--- src/rtl/dual_band_divider_pkg.sv ---
`timescale 1ns/1ps
package dual_band_divider_pkg;
  localparam int unsigned RATIO_W_DEF   = 15;
  localparam int unsigned MIN_RATIO_DEF = 512;
  localparam int unsigned HI_DIV_DEF    = 10;

  typedef enum logic {BAND_LO = 1'b0, BAND_HI = 1'b1} band_e;
endpackage

--- src/rtl/decade_prescaler.sv ---
`timescale 1ns/1ps
module decade_prescaler #(
  parameter int unsigned DIV = 10
) (
  input  logic clk,
  input  logic rst_n,
  input  logic clr,
  input  logic tick_in,
  output logic tick_out
);
  localparam int unsigned CW = (DIV > 2) ? $clog2(DIV) : 1;
  localparam logic [CW-1:0] LAST = CW'(DIV - 1);

  logic [CW-1:0] phase;

  always_ff @(posedge clk or negedge rst_n) begin
    if (!rst_n)
      phase <= '0;
    else if (clr)
      phase <= '0;
    else if (tick_in)
      phase <= (phase == LAST) ? '0 : phase + CW'(1);
  end

  assign tick_out = tick_in && !clr && (phase == LAST);
endmodule

--- src/rtl/ratio_loader.sv ---
`timescale 1ns/1ps
module ratio_loader #(
  parameter int unsigned W     = 15,
  parameter int unsigned MIN_R = 512
) (
  input  logic         clk,
  input  logic         rst_n,
  input  logic         word_valid,
  input  logic [W-1:0] word_data,
  input  logic         word_sync,
  input  logic         boundary,
  output logic         word_ready,
  output logic         imm_load,
  output logic [W-1:0] imm_val,
  output logic [W-1:0] active,
  output logic [W-1:0] reload_val
);
  localparam logic [W-1:0] FLOOR = W'(MIN_R);

  logic         pending;
  logic [W-1:0] pend_val;
  logic         accept;
  logic [W-1:0] clamped;

  assign word_ready = !pending;
  assign accept     = word_valid && word_ready;
  assign clamped    = (word_data < FLOOR) ? FLOOR : word_data;
  assign imm_load   = accept && !word_sync;
  assign imm_val    = clamped;
  assign reload_val = pending ? pend_val : active;

  always_ff @(posedge clk or negedge rst_n) begin
    if (!rst_n) begin
      pending  <= 1'b0;
      pend_val <= FLOOR;
      active   <= FLOOR;
    end else begin
      if (imm_load)
        active <= clamped;
      else if (boundary && pending)
        active <= pend_val;

      if (accept && word_sync) begin
        pending  <= 1'b1;
        pend_val <= clamped;
      end else if (boundary) begin
        pending  <= 1'b0;
      end
    end
  end
endmodule

--- src/rtl/prog_down_counter.sv ---
`timescale 1ns/1ps
module prog_down_counter #(
  parameter int unsigned W     = 15,
  parameter int unsigned MIN_R = 512
) (
  input  logic         clk,
  input  logic         rst_n,
  input  logic         src_tick,
  input  logic         force_load,
  input  logic [W-1:0] force_val,
  input  logic         restart,
  input  logic [W-1:0] restart_val,
  input  logic [W-1:0] reload_val,
  output logic         terminal,
  output logic         pulse,
  output logic         toggle
);
  logic [W-1:0] count;

  assign terminal = src_tick && !force_load && !restart && (count == W'(1));

  always_ff @(posedge clk or negedge rst_n) begin
    if (!rst_n) begin
      count  <= W'(MIN_R);
      pulse  <= 1'b0;
      toggle <= 1'b0;
    end else begin
      pulse <= terminal;
      if (terminal)
        toggle <= ~toggle;

      if (force_load)
        count <= force_val;
      else if (restart)
        count <= restart_val;
      else if (src_tick)
        count <= (count == W'(1)) ? reload_val : count - W'(1);
    end
  end
endmodule

--- src/rtl/dual_band_divider.sv ---
`timescale 1ns/1ps
module dual_band_divider
  import dual_band_divider_pkg::*;
#(
  parameter int unsigned RATIO_W   = RATIO_W_DEF,
  parameter int unsigned MIN_RATIO = MIN_RATIO_DEF,
  parameter int unsigned HI_DIV    = HI_DIV_DEF
) (
  input  logic               clk,
  input  logic               rst_n,
  input  logic               band_sel,
  input  logic               lo_tick,
  input  logic               hi_tick,
  input  logic               word_valid,
  output logic               word_ready,
  input  logic [RATIO_W-1:0] word_data,
  input  logic               word_sync,
  output logic               div_pulse,
  output logic               div_toggle
);
  band_e              band_q;
  logic               switching;
  logic               pre_tick;
  logic               src_tick;
  logic               terminal;
  logic               imm_load;
  logic [RATIO_W-1:0] imm_val;
  logic [RATIO_W-1:0] active;
  logic [RATIO_W-1:0] reload_val;

  assign switching = (band_e'(band_sel) != band_q);

  always_ff @(posedge clk or negedge rst_n) begin
    if (!rst_n) band_q <= BAND_LO;
    else        band_q <= band_e'(band_sel);
  end

  decade_prescaler #(.DIV(HI_DIV)) u_pre (
    .clk      (clk),
    .rst_n    (rst_n),
    .clr      (switching),
    .tick_in  (hi_tick),
    .tick_out (pre_tick)
  );

  assign src_tick = !switching && ((band_q == BAND_HI) ? pre_tick : lo_tick);

  ratio_loader #(.W(RATIO_W), .MIN_R(MIN_RATIO)) u_load (
    .clk        (clk),
    .rst_n      (rst_n),
    .word_valid (word_valid),
    .word_data  (word_data),
    .word_sync  (word_sync),
    .boundary   (terminal),
    .word_ready (word_ready),
    .imm_load   (imm_load),
    .imm_val    (imm_val),
    .active     (active),
    .reload_val (reload_val)
  );

  prog_down_counter #(.W(RATIO_W), .MIN_R(MIN_RATIO)) u_cnt (
    .clk         (clk),
    .rst_n       (rst_n),
    .src_tick    (src_tick),
    .force_load  (imm_load),
    .force_val   (imm_val),
    .restart     (switching),
    .restart_val (active),
    .reload_val  (reload_val),
    .terminal    (terminal),
    .pulse       (div_pulse),
    .toggle      (div_toggle)
  );
endmodule

--- config.mk ---
export PLATFORM = sky130hd
export DESIGN_NAME = dual_band_divider
export DESIGN_NICKNAME = d
export VERILOG_FILES = /design/src/rtl/dual_band_divider_pkg.sv /design/src/rtl/decade_prescaler.sv /design/src/rtl/ratio_loader.sv /design/src/rtl/prog_down_counter.sv /design/src/rtl/dual_band_divider.sv
export SDC_FILE = /design/constraint.sdc
export NUM_CORES = 1
export LEC_CHECK = 0
export BUFFER_PORTS_ARGS = -buffer_cell sky130_fd_sc_hd__buf_4
export CAP_MARGIN = 20
export CELL_PAD_IN_SITES_DETAIL_PLACEMENT = 2
export CELL_PAD_IN_SITES_GLOBAL_PLACEMENT = 2
export CORE_MARGIN = 1.5
export CORE_UTILIZATION = 38
export CTS_CLUSTER_DIAMETER = 50
export DETAILED_ROUTE_END_ITERATION = 10
export GPL_TIMING_DRIVEN = 1
export PLACE_DENSITY_LB_ADDON = 0.3
export SYNTH_ARGS = -nofsm -noshare
export SYNTH_HDL_FRONTEND = slang
export SYNTH_SLANG_ARGS = --single-unit
--- constraint.sdc ---
create_clock -name clk -period 2.9 [get_ports clk]
set_clock_uncertainty 0.15 [all_clocks]
set_input_delay 0.145 -clock clk [delete_from_list [all_inputs] [get_ports clk]]
set_output_delay 0.145 -clock clk [all_outputs]
set_load 0.03 [all_outputs]
==> summary.md, run 1 <==
| Metric | Value |
|---|---|
| Clk slew on worst S/H paths | 0.11 ns |
| Tcrit/Tclk final | 94.4% |
| Footprint of the multi-input gates | 1730 µm² |
| Clk Latency, worst-skew pair | 0.32 ns |
| CTS Sinks | 53 |
| DRC errors left | 0 |
| Pint | 0.00138 W |
| Global-route wire length before repair | 17800 µm |
| Ant diodes | 0 |
| CTS root buf | clkbuf_8 |
| DR vias | 2972 |
| Final hold vios | 0 |
| Slew Limit Headroom | 36.3% |
| Sequential area share after synthesis | 41.9% |
| Post-synth cell types | 61 |
| Clock power frac | 21.7% |
| Switching portion of total power | 37.9% |
| Final min period | 2.74 ns |
| Synth Flop Type | dfrtp_1 |
| Total grt overflow | 0 |
| Worst Path Max Fanout | 10 |
| Fraction of registers with async set/reset | 100% |
| Initial antenna violation count | 0 |
| Mapped Nets | 366 |
| GP Congestion | 0.783 |
| Hpwl dp | 7820 µm |
| Setup violators final | 0 |
| Worst vdd ir | 0.241 mV |
| Max-cap viol count | 0 |
| RSZ-0062 raised after global routing | no |
| CTS HTree Levels | 2 |
| Vias in the first global route | 3143 |
| FF+latch area | 1330 µm² |
| Post-DP Area | 3470 µm² |
| Final Util | 45.8% |
| Initial Util | 38.9% |
| Post-CTS Setup Bufs | 0 |
| Pre-antenna DRT Iters | 4 |
| Pwr dens | 592 nW/µm² |
| Mapped Avg Cell Area | 9.37 µm² |
| Core footprint | 8180 µm² |
| Fin Setup TNS | 0 ns |
| Hold Path Class | input pin to flip-flop |
| Final #Nets | 403 |
| Routed Antenna Nets | 0 |
| Row count | 33 |
| Post-synth EDFFs | 0 |
| Final wirelength | 11000 µm |
| Chip height | 94.5 µm |
| Vias per cell | 6.17 |
| Status | finished clean |
| Max Transition Viols Final | 0 |
| Fmax | 365 MHz |
| Post-synthesis cell type with the largest combined area | dfrtp_1 |
| Design area | 3740 µm² |
| Worst EP arrival | 2.78 ns |
| IO Pins | 25 |
| Synthesized netlist cell count | 339 |
| GRT Util Overall | 26.5% |
| Seq cells post-synth | 53 |
| IO Port Bufs | 24 |
| Layout Area Growth over Synthesis | 17.8% |
| Leak | 1.62 nW |
| Comb pwr share | 28.0% |
| Largest net degree at the start of global routing | 54 |
| Critical Path End Type | flip-flop |
| Post-synth top area share | 39.4% |
| Fill cells | 889 |
| Die X-Extent | 94.5 µm |
| Layout cells sized above 1 | 16.7% |
| DR iter-0 viols | 184 |
| TritonCTS clock tree | done |
| Avg WL per Cell | 22.9 µm |
| CTS Hold Bufs | 17 |
| Ranking of synthesized cells by area | dfrtp_1, nand2_1, mux2i_1, a21oi_1, nor2_1 |
| CTS resizes | 0 |
| Ys Warns | 0 |
| Hold WS | 0.00807 ns |
| Post-synthesis cell area | 3180 µm² |
| Die footprint | 8920 µm² |
| Critical path class | flip-flop to flip-flop |
| Setup crit start kind | flip-flop |
| FF-to-FF setup slack | 0.16 ns |
| CP required | 2.94 ns |
| TritonCTS Buffers | 5 |
| Clk buf depth | 2 |
| Worst slew pin tran | 0.951 ns |
| Reg power frac | 50.3% |
| Sw Pwr | 0.000841 W |
registers in the layout (all words and copies together) (netlist names):
register         flops
u_cnt.count         15
u_load.active       15
u_load.pend_val     15
u_pre.phase          4
band_q               1
u_cnt.pulse          1
u_cnt.toggle         1
u_load.pending       1
power by group through the flow:
stage / clock (W) / combinational (W) / sequential (W)
2_1_floorplan: 0 / 0.000441 / 0.00102
3_3_place_gp: 0 / 0.000548 / 0.00110
3_5_place_dp: 0 / 0.000580 / 0.00112
4_1_cts: 0.000488 / 0.000615 / 0.00111
5_1_grt: 0.000519 / 0.000681 / 0.00113
6_report: 0.000481 / 0.000621 / 0.00112
worst max-delay path, cell delays in order (launching register included):
cell      delay (ns)
dfrtp_1         0.43
inv_1           0.16
ha_1            0.21
nor4b_4         0.38
nand4_4         0.26
o21ai_1         0.49
a21oi_1         0.15
a221oi_1        0.38
path summary, 6_finish.rpt:
kind,from,to,cells past startpoint
min reg2reg,u_cnt.toggle,u_cnt.toggle,1
max in group asynchronous,rst_n,u_cnt.count[7],2
min in group asynchronous,rst_n,u_load.pend_val[11],2
max,u_cnt.count[1],u_cnt.count[1],7
max reg2reg,u_cnt.count[1],u_cnt.count[1],7
min,hi_tick,u_pre.phase[1],3
logic make-up (layout without fill, tap and decap cells):
kind of cell | Yosys count | after routing | share of synthesized area (%)
and+or+nand+nor | 126 | 126 | 22.0
muxes | 22 | 22 | 7.28
buffers and inverters | 29 | 67 | 4.02
adders and majority gates | 5 | 5 | 1.97
DFF | 53 | 53 | 41.9
AOI/OAI and AO/OA | 95 | 95 | 20.4
xor gates and xnor gates | 9 | 9 | 2.48
stage by stage:
step | total power [W] | setup WS [ns] | instances
CTS | 0.00221 | 0.176 | 482
detailed placement | 0.00170 | 0.278 | 457
global placement | 0.00165 | 0.424 | 457
global route | 0.00233 | 0.0164 | 482
floorplan | 0.00147 | 0.667 | 339
finish | 0.00222 | 0.161 | 482
layout make-up:
cell class | count | area share, %
multi-input combinational | 257 | 46.1
clock inverter | 2 | 0.468
sequential | 53 | 35.5
inverter | 8 | 0.802
timing repair buffer | 51 | 11.4
tap | 105 | 3.51
clock buffer | 6 | 2.21
cells in the mapped netlist (4+ instances only):
master	count
and3_1	7
nor3b_1	4
o21ai_0	18
a21oi_1	23
dfrtp_1	50
nor3_1	7
ha_1	5
mux2_2	9
xor2_1	5
a31oi_1	4
o211ai_1	4
a211oi_1	5
mux2i_1	13
nand2_1	40
a221o_1	10
xnor2_1	4
or4_1	4
nand3_1	7
clkbuf_1	14
a311oi_1	4
nor4_1	5
nor2_1	29
inv_1	7
cells in the final DEF, fill, tap and decap left out, drive strengths merged, types with 3 or more instances in the layout:
cell / instances
nand3: 7
xnor2: 4
ha: 5
a2bb2oi: 3
xor2: 5
o211ai: 4
and2: 3
nor4: 7
dfrtp: 50
a211oi: 5
nor3: 9
a221o: 10
inv: 8
mux2i: 13
buf: 34
nand2: 40
clkbuf: 6
a221oi: 3
a311oi: 4
a31oi: 4
dfstp: 3
nor3b: 4
nor2: 30
and3: 7
mux2: 9
nand4: 3
o21ai: 21
or4: 4
dlygate4sd3: 17
a21oi: 23
metal layers:
| layer | up-vias | part of all wire (%) | track usage (%) |
|---|---|---|---|
| li1 | 1333 | - | - |
| met1 | 1556 | 46 | 36.4 |
| met2 | 71 | 49 | 43.6 |
| met3 | 12 | 3.9 | 3.70 |
| met4 | 0 | 1.2 | 7.09 |
| met5 | - | 0 | 0 |
Power figures use the tool's default switching activity.
==> run 2, diff against run 1 <==
CORE_MARGIN = not set   (was 1.5)
CORE_UTILIZATION = 39   (was 38)
CTS_BUF_LIST = sky130_fd_sc_hd__clkbuf_2 sky130_fd_sc_hd__clkbuf_4 sky130_fd_sc_hd__clkbuf_8   (was not set)
==> run 2 against run 1 <==
Against the previous run:
- register-to-register slack improved by 0.03 ns
- worst hold slack better by 0.20 ns
- clock power rose by 0.8%
- non-clock buffer count rose by 2
==> summary.md, run 2 (synthesis results as in run 1) <==
| Metric | Value |
|---|---|
| Status | finished clean |
| Cell at the slowest stage of the critical path | dfrtp_1 |
| TritonCTS Buffers | 5 (unchanged) |
| CTS resizes | 0 (unchanged) |
| DR iter-0 viols | 200 (+8.7%) |
| Commonest non-fill, non-tap cells in the layout | dfrtp_1, nand2_1, buf_4 |
| Clk Latency, worst-skew pair | 0.33 ns (about the same) |
| Layout Area Growth over Synthesis | 18.2% |
| DR WL met2 | 5630 µm (+4.4%) |
| Final min period | 2.71 ns (-0.0305 ns) |
| Routed Antenna Nets | 0 (unchanged) |
| Family with the most delay on the worst path | simple AND/OR/NAND/NOR gates |
| Design area | 3760 µm² (+0.37%) |
| Pint | 0.00138 W (+0.11%) |
| Final hold vios | 0 (unchanged) |
| Chip height | 92.3 µm (-2.3%) |
| Global-route wire length before repair | 18900 µm (+6.1%) |
| Ant diodes | 0 (unchanged) |
| Switching portion of total power | 38.4% (+0.42 points) |
| Max-cap viol count | 0 (unchanged) |
| Worst EP arrival | 2.77 ns (about the same) |
| Total grt overflow | 0 (unchanged) |
| Worst Path Max Fanout | 12 (+2) |
| Final wirelength | 11500 µm (+4.2%) |
| Reg2reg start | u_cnt.count[1] |
| Critical Path End Type | flip-flop |
| IO Pins | 25 (unchanged) |
| Clk slew on worst S/H paths | 0.11 ns (about the same) |
| Avg WL per Cell | 23.9 µm (+4.4%) |
| Worst path max stage delay | 0.42 ns (-0.07 ns) |
| DR vias | 2953 (-0.64%) |
| Leak | 1.63 nW (+0.60%) |
| Pre-antenna DRT Iters | 4 (unchanged) |
| Worst path bufs/invs | 2 (+1) |
| Most common cell after layout, fill and taps aside | dfrtp_1 |
| Core footprint | 7810 µm² (-4.5%) |
| Reg power frac | 50.2% (about the same) |
| Worst slew pin tran | 0.915 ns (-0.0364 ns) |
| Setup violators final | 0 (unchanged) |
| Fin Setup TNS | 0 ns (unchanged) |
| Pwr dens | 595 nW/µm² (+0.42%) |
| Critical path class | flip-flop to flip-flop |
| Vias in the first global route | 3291 (+4.7%) |
| Layout cells sized above 1 | 16.9% (+0.18 points) |
| Worst Reg-to-Reg Cells | 8 (+1) |
| Initial Util | 40.7% (+1.8 points) |
| Clock power frac | 21.7% (about the same) |
| Setup crit start kind | flip-flop |
| Initial antenna violation count | 0 (unchanged) |
| CP required | 2.96 ns (+0.02 ns) |
| Tcrit/Tclk final | 93.4% (-1.1 points) |
| Hold path startpoint | lo_tick |
| CTS root buf | clkbuf_8 |
| Row count | 32 (-3.0%) |
| Clk buf depth | 2 (unchanged) |
| Slew Limit Headroom | 38.8% (+2.4 points) |
| Post-DP Area | 3480 µm² (+0.11%) |
| Post-CTS Setup Bufs | 0 (unchanged) |
| Hold EP | u_cnt.pulse |
| Vias per cell | 6.14 (-0.43%) |
| Critical path cell sequence | inv_1 > ha_1 > nor4b_4 > nand4_4 > nor3_4 > buf_4 > nor2_2 > a221o_1 |
| Largest regs | u_cnt.count (15), u_load.active (15), u_load.pend_val (15) |
| DR WL met3 | 543 µm (+27%) |
| IO Port Bufs | 24 (unchanged) |
| Worst vdd ir | 0.391 mV (+63%) |
| CTS Sinks | 53 (unchanged) |
| Fmax | 369 MHz (+1.1%) |
| Die footprint | 8510 µm² (-4.6%) |
| Sw Pwr | 0.000857 W (+1.9%) |
| CTS HTree Levels | 2 (unchanged) |
| CTS Hold Bufs | 18 (+1) |
| Final #Nets | 405 (+0.50%) |
| Max layer used | met4 |
| Met1 WL | 5080 µm (about the same) |
| GP Congestion | 0.850 (+8.5%) |
| RSZ-0062 raised after global routing | no |
| Capturing point of the worst reg2reg path | u_load.active[11] |
| PnR worst setup slack | 0.192 ns (+0.0305 ns) |
| DP Worst Slack | 0.340 ns (+0.0621 ns) |
| Hold depth | 4 (+1) |
| GRT Util Overall | 29.3% (+2.8 points) |
| Max Transition Viols Final | 0 (unchanged) |
| Hold Path Class | input pin to flip-flop |
| DRC errors left | 0 (unchanged) |
| FF-to-FF setup slack | 0.19 ns (+0.03 ns) |
| Final Util | 48.1% (+2.3 points) |
| Hpwl dp | 7990 µm (+2.1%) |
| Comb pwr share | 28.1% (about the same) |
| TritonCTS clock tree | done |
| Die X-Extent | 92.3 µm (-2.3%) |
| Largest net degree at the start of global routing | 54 (unchanged) |
-- run 2: changes by cell type in the layout (fill, tap and decap cells not counted) --
cell	change
buf_4	+1
dlygate4sd3_1	+1
-- run 2: worst max path at each step --
stage	from	end	slack [ns]	cells after the start
2_1_floorplan	u_cnt.count[1]	u_load.active[13]	0.67	8
4_1_cts	u_cnt.count[1]	u_load.active[11]	0.28	8
3_3_place_gp	u_cnt.count[1]	u_load.active[11]	0.51	8
6_report	u_cnt.count[1]	u_load.active[11]	0.19	8
5_1_grt	u_cnt.count[1]	u_load.active[11]	0.09	8
3_5_place_dp	u_cnt.count[1]	u_load.active[14]	0.34	8
-- run 2: routing by layer --
layer	track usage (%)	vias up
li1	-	1332
met1	38.4	1530
met2	48.8	72
met3	5.64	19
met4	9.24	0
met5	0	-
-- run 2: worst reg2reg max path, stage by stage, from the launching register on --
cell and delay, ns:
dfrtp_1 0.42, inv_1 0.16, ha_1 0.23, nor4b_4 0.42, nand4_4 0.26, nor3_4 0.25
buf_4 0.23, nor2_2 0.12, a221o_1 0.35
-- run 2: layout make-up --
| cell class | count | area, µm² |
|---|---|---|
| multi-input cells | 257 | 1730 |
| fillers | 854 | 4050 |
| repair buffers | 53 | 443 |
| clock inverters | 2 | 17.5 |
| clock buffers | 6 | 82.6 |
| flip-flops and latches | 53 | 1330 |
| inverters | 8 | 30.0 |
| well taps | 102 | 128 |
-- run 2: power groups by stage --
stage	logic, W	registers (W)	clock network [W]
final	0.000628	0.00112	0.000485
after detailed placement	0.000586	0.00112	0
after global routing	0.000684	0.00114	0.000516
after global placement	0.000552	0.00111	0
after floorplan	0.000441	0.00102	0
after CTS	0.000619	0.00111	0.000492
-- run 2: through the flow --
stage	std cells	hold WS (ns)	power, W
after floorplan	339	-0.301	0.00147
after global placement	455	0.104	0.00166
after detailed placement	455	0.0999	0.00171
after CTS	481	0.203	0.00222
after global routing	481	0.239	0.00234
final	481	0.208	0.00223
